## src/rtl/spi_card_init.sv

```systemverilog
module spi_card_init #(
  parameter int WARM_CLKS  = 74,
  parameter int POLL_BYTES = 8,
  parameter int MAX_TRIES  = 100
) (
  input  logic       clk,
  input  logic       rst_n,
  input  logic       start,
  output logic       busy,
  output logic       ready,
  output logic       err,
  output logic       xfer_req,
  output logic [7:0] xfer_tx,
  output logic       xfer_cs_n,
  input  logic       xfer_done,
  input  logic [7:0] xfer_rx
);
  localparam int WARM_BYTES = (WARM_CLKS + 7) / 8;
  localparam int CNT_TOP = (WARM_BYTES > POLL_BYTES) ? WARM_BYTES : POLL_BYTES;
  localparam int CW = $clog2(((CNT_TOP > 6) ? CNT_TOP : 6) + 1);
  localparam int TW = $clog2(MAX_TRIES + 1);

  typedef enum logic [2:0] {S_IDLE, S_WARM, S_CMD, S_RESP, S_TAIL, S_READY, S_FAIL} st_t;
  typedef enum logic [1:0] {N_OPCOND, N_DONE, N_FAIL} nxt_t;

  st_t           st;
  nxt_t          nxt;
  logic          req_q;
  logic          is_op;
  logic [CW-1:0] cnt;
  logic [TW-1:0] tries;

  assign busy      = (st == S_WARM) || (st == S_CMD) || (st == S_RESP) || (st == S_TAIL);
  assign ready     = (st == S_READY);
  assign err       = (st == S_FAIL);
  assign xfer_req  = req_q;
  assign xfer_cs_n = !((st == S_CMD) || (st == S_RESP));

  always_comb begin
    xfer_tx = 8'hFF;
    if (st == S_CMD) begin
      if (cnt == CW'(0))      xfer_tx = is_op ? 8'h41 : 8'h40;
      else if (cnt == CW'(5)) xfer_tx = is_op ? 8'hF9 : 8'h95;
      else                    xfer_tx = 8'h00;
    end
  end

  always_ff @(posedge clk or negedge rst_n) begin
    if (!rst_n) begin
      st    <= S_IDLE;
      nxt   <= N_FAIL;
      req_q <= 1'b0;
      is_op <= 1'b0;
      cnt   <= '0;
      tries <= '0;
    end else if (start && !busy) begin
      st    <= S_WARM;
      req_q <= 1'b0;
      is_op <= 1'b0;
      cnt   <= '0;
      tries <= '0;
    end else if (busy) begin
      if (!req_q) begin
        req_q <= 1'b1;
        if (st == S_CMD && cnt == CW'(0) && is_op) tries <= tries + TW'(1);
      end else if (xfer_done) begin
        req_q <= 1'b0;
        case (st)
          S_WARM:
            if (cnt == CW'(WARM_BYTES - 1)) begin
              st  <= S_CMD;
              cnt <= '0;
            end else cnt <= cnt + CW'(1);
          S_CMD:
            if (cnt == CW'(5)) begin
              st  <= S_RESP;
              cnt <= '0;
            end else cnt <= cnt + CW'(1);
          S_RESP:
            if (!xfer_rx[7]) begin
              st <= S_TAIL;
              if (|xfer_rx[6:1])             nxt <= N_FAIL;
              else if (!is_op)               nxt <= N_OPCOND;
              else if (!xfer_rx[0])          nxt <= N_DONE;
              else if (tries == TW'(MAX_TRIES)) nxt <= N_FAIL;
              else                           nxt <= N_OPCOND;
            end else if (cnt == CW'(POLL_BYTES - 1)) begin
              st  <= S_TAIL;
              nxt <= N_FAIL;
            end else cnt <= cnt + CW'(1);
          S_TAIL:
            case (nxt)
              N_OPCOND: begin
                st    <= S_CMD;
                cnt   <= '0;
                is_op <= 1'b1;
              end
              N_DONE:  st <= S_READY;
              default: st <= S_FAIL;
            endcase
          default: st <= S_IDLE;
        endcase
      end
    end
  end

  p_req_hold_r11: assert property (@(posedge clk) disable iff (!rst_n)
    (xfer_req && !xfer_done) |=> (xfer_req && $stable(xfer_tx)));

  p_quiet_r12: assert property (@(posedge clk) disable iff (!rst_n)
    (ready || err) |-> !xfer_req);

  p_tries_cap_r8: assert property (@(posedge clk) disable iff (!rst_n)
    tries <= TW'(MAX_TRIES));

  p_poll_cap_r4: assert property (@(posedge clk) disable iff (!rst_n)
    (st == S_RESP) |-> (cnt < CW'(POLL_BYTES)));

  p_start_ignored_r10: assert property (@(posedge clk) disable iff (!rst_n)
    (busy && start && !xfer_done) |=> busy);

  p_end_after_tail_r5: assert property (@(posedge clk) disable iff (!rst_n)
    ($rose(ready) || $rose(err)) |-> ($past(st) == S_TAIL));
endmodule

```

## config.mk

```make
export PLATFORM = sky130hd
export DESIGN_NAME = spi_card_init
export DESIGN_NICKNAME = d
export VERILOG_FILES = /design/src/rtl/spi_card_init.sv
export SDC_FILE = /design/constraint.sdc
export NUM_CORES = 1
export LEC_CHECK = 0
export BUFFER_PORTS_ARGS = -buffer_cell sky130_fd_sc_hd__buf_2
export CAP_MARGIN = 0
export CORE_MARGIN = 5
export CORE_UTILIZATION = 49
export DETAILED_ROUTE_END_ITERATION = 10
export PLACE_DENSITY = 0.82
export SYNTH_ARGS = -nofsm -noshare
export SYNTH_HDL_FRONTEND = slang
export SYNTH_SLANG_ARGS = --single-unit
```

## constraint.sdc

```tcl
create_clock -name clk -period 1.78 [get_ports clk]
set_input_delay 0.178 -clock clk [delete_from_list [all_inputs] [get_ports clk]]
set_output_delay 0.178 -clock clk [all_outputs]
set_load 0.02 [all_outputs]
```

==> results_dict.tcl <==
set metrics [dict create \
    critical_path.max_stage_delay_ns 0.51 \
    ys_types 51 \
    fin_ws_ns -0.191 \
    drive_gt1_share_pct 53.1 \
    slew_headroom_pct 72.0 \
    cts_buffer_depth 2 \
    die_h_um 61.8 \
    synth_async_sr_flop_share_pct 100 \
    diodes 0 \
    grt_overflow 0 \
    wl_per_cell_um 19.0 \
    failed_checks "negative setup slack" \
    required_ns 2.02 \
    io_pins 25 \
    yosys.area.top_type "dfrtp_1" \
    cpMaxStageDelayCell "or4b_4" \
    finalSetupTns_ns -0.579 \
    avgSynthCellArea_um2 9.34 \
    syn-num-nets 158 \
    track_usage_pct 21.9 \
    wirelength_um 4510 \
    yosys_warnings 0 \
    gp_congestion 0.899 \
    hp-class "in2reg" \
    crit_buf_inv 1 \
    clk_pin_slew_ns 0.11 \
    via_count 1430 \
    nets 225 \
    final_cell_mix "33 x buf_4, 20 x buf_2, 14 x dfrtp_1, 13 x nor2_1, 13 x buf_6" \
    finalSetupViolCount 6 \
    crit_chain "inv_2 > ha_4 > nand3b_1 > a221oi_4 > o221ai_2 > or4b_4 > o211ai_2" \
    synth_area_um2 1320 \
    rows 18 \
    numCtsBuffers 3 \
    fmax_ghz 0.507 \
    p_per_area_nw_per_um2 1790 \
    htree_levels 1 \
    area_growth_pct 52.1 \
    worstSetupPathType "reg2reg" \
    ir_drop_mv 1.68 \
    cap_violations 0 \
    worstMarginPinSlew_ns 0.420 \
    grt_setup_unrepaired "true" \
    start_util_pct 52.2 \
    slew_viol_final 0 \
    crit_path_start_kind "register" \
    grt_pass1_vias 1324 \
    synth_seq_cells 18 \
    fin_skew_ns 0.00136 \
    drt_first_pass_iters 4 \
    ant_nets 0 \
    crit_path_max_fanout 3 \
    synth_area_leaders "dfrtp_1 32%, ha_1 4.8%, nand2_1 4.3%, nor2_1 4.0%, mux2_2 3.4%" \
    grt_first_pass_wirelength_um 6100 \
    outcome "complete, but fails checks" \
    cts_tree "done" \
    cellLeakagePower_nw 0.947 \
    cp.arrival_ns 2.21 \
    placed_cells 214 \
    stdcell_count 237 \
    min_period_over_period_pct 111 \
    fp.dieW_um 61.8 \
    final_hold_viol_count 0 \
    seq_area_frac_synth_pct 34.3 \
    synthFlopType "dfrtp_1" \
    synth_edf_count 0 \
    io_buffers 24 \
    drc 0 \
    period_needed_ns 1.97 \
    dp_hpwl_um 2500 \
    synth_cells 141 \
    synth_top_area_share_pct 32.3 \
    setup.worst_path.end_class "register" \
    final_common_cell "buf_4" \
    insertion_delay_ns 0.31 \
    numClockSinks 18 \
    clockRootBuffer "clkbuf_4" \
    core-area_um2 2520 \
    dieArea_um2 3820 \
    via_per_inst 6.03 \
    grt_max_degree 19 \
    path_delay_family "simple AND/OR/NAND/NOR gates" \
    drtIter0Drc 136 \
    antenna_found_initial 0 \
]
==> layout make-up <==
cell class                      instances  area, um^2
Sequential cell                        18         455
Clock buffer                            4        36.3
Inverter                                9        33.8
Timing Repair Buffer                   68         509
Multi-Input combinational cell        108         930
Fill cell                             152         520
Tap cell                               30        37.5
==> worst reg2reg max path, stage by stage (launching register included) <==
cell and delay (ns):
dfrtp_1 0.41, inv_2 0.08, ha_4 0.13, nand3b_1 0.18, a221oi_4 0.36, o221ai_2 0.16, or4b_4 0.51, o211ai_2 0.07
==> path summary, 6_finish.rpt <==
path / slack [ns] / startpoint / cells past startpoint / end
worst min-delay path: 0.23 / xfer_rx[1] / 4 / nxt[1]
worst max-delay path: -0.19 / cnt[1] / 7 / st[1]
worst min register to register: 0.56 / tries[6] / 2 / tries[6]
worst max register to register: -0.19 / cnt[1] / 7 / st[1]
min in group asynchronous: 0.32 / rst_n / 2 / tries[1]
max in group asynchronous: 1.13 / rst_n / 2 / nxt[1]
==> repair_timing <==
action                                  4_1_cts  5_1_grt
hold endpoints to repair                     17        0
cloned                                        0        0
pin swaps                                    12       15
endpoints found under the setup margin       20       21
buffers inserted                             12       10
resized for setup                            24       28
hold buffers                                  1        0
==> routing by layer <==
| layer | share of wire (%) | track usage [%] | vias up | wire [um] |
|---|---|---|---|---|
| met5 | 0 | 0 | - | 0 |
| met4 | 5.5 | 10.3 | 0 | 247 |
| met3 | 6.1 | 4.13 | 25 | 277 |
| met2 | 53 | 39.0 | 75 | 2400 |
| met1 | 35 | 25.1 | 694 | 1590 |
| li1 | - | - | 636 | - |
==> state kept, by name (all words and copies together), names as in the netlist <==
name / count
cnt: 4
xfer_req: 1
nxt: 2
st: 3
is_op: 1
tries: 7
==> cell usage after synthesis (all sizes together) (4+ instances only) <==
library cell / instances
ha: 5
nand3b: 4
nor2: 15
xor2: 5
mux2: 4
buf: 6
o21ai: 4
nand4: 5
a21oi: 5
dfrtp: 17
inv: 9
nand2: 15
==> stage by stage <==
step	total power [mW]	setup slack (ns)	hold slack (ns)	util [%]	area (um^2)
floorplan	1.79	0.00136	-0.118	-	1320
global placement	2.38	-0.0289	0.125	64.3	1620
detailed placement	2.44	-0.0867	0.133	64.3	1620
CTS	3.09	-0.0976	0.224	73.3	1850
global route	3.76	-0.296	0.247	79.4	2000
finish	3.58	-0.191	0.230	79.4	2000
==> cells by family after synthesis <==
logic type / synth area share, %
multiplexers: 6.65
AO/OA/AOI/OAI: 15.1
buffers and inverters: 5.61
adder cells (fa/ha/maj): 4.75
XOR/XNOR: 4.66
flip-flops: 34.3
AND/OR/NAND/NOR: 28.9
==> report_power, final <==
part,total (mW),internal (mW),switching [mW]
Combinational,2.63,1.31,1.31
Clock,0.266,0.125,0.141
Sequential,0.684,0.521,0.163
Total,3.58,1.96,1.62
No activity file was read; power rests on OpenSTA's default activity.
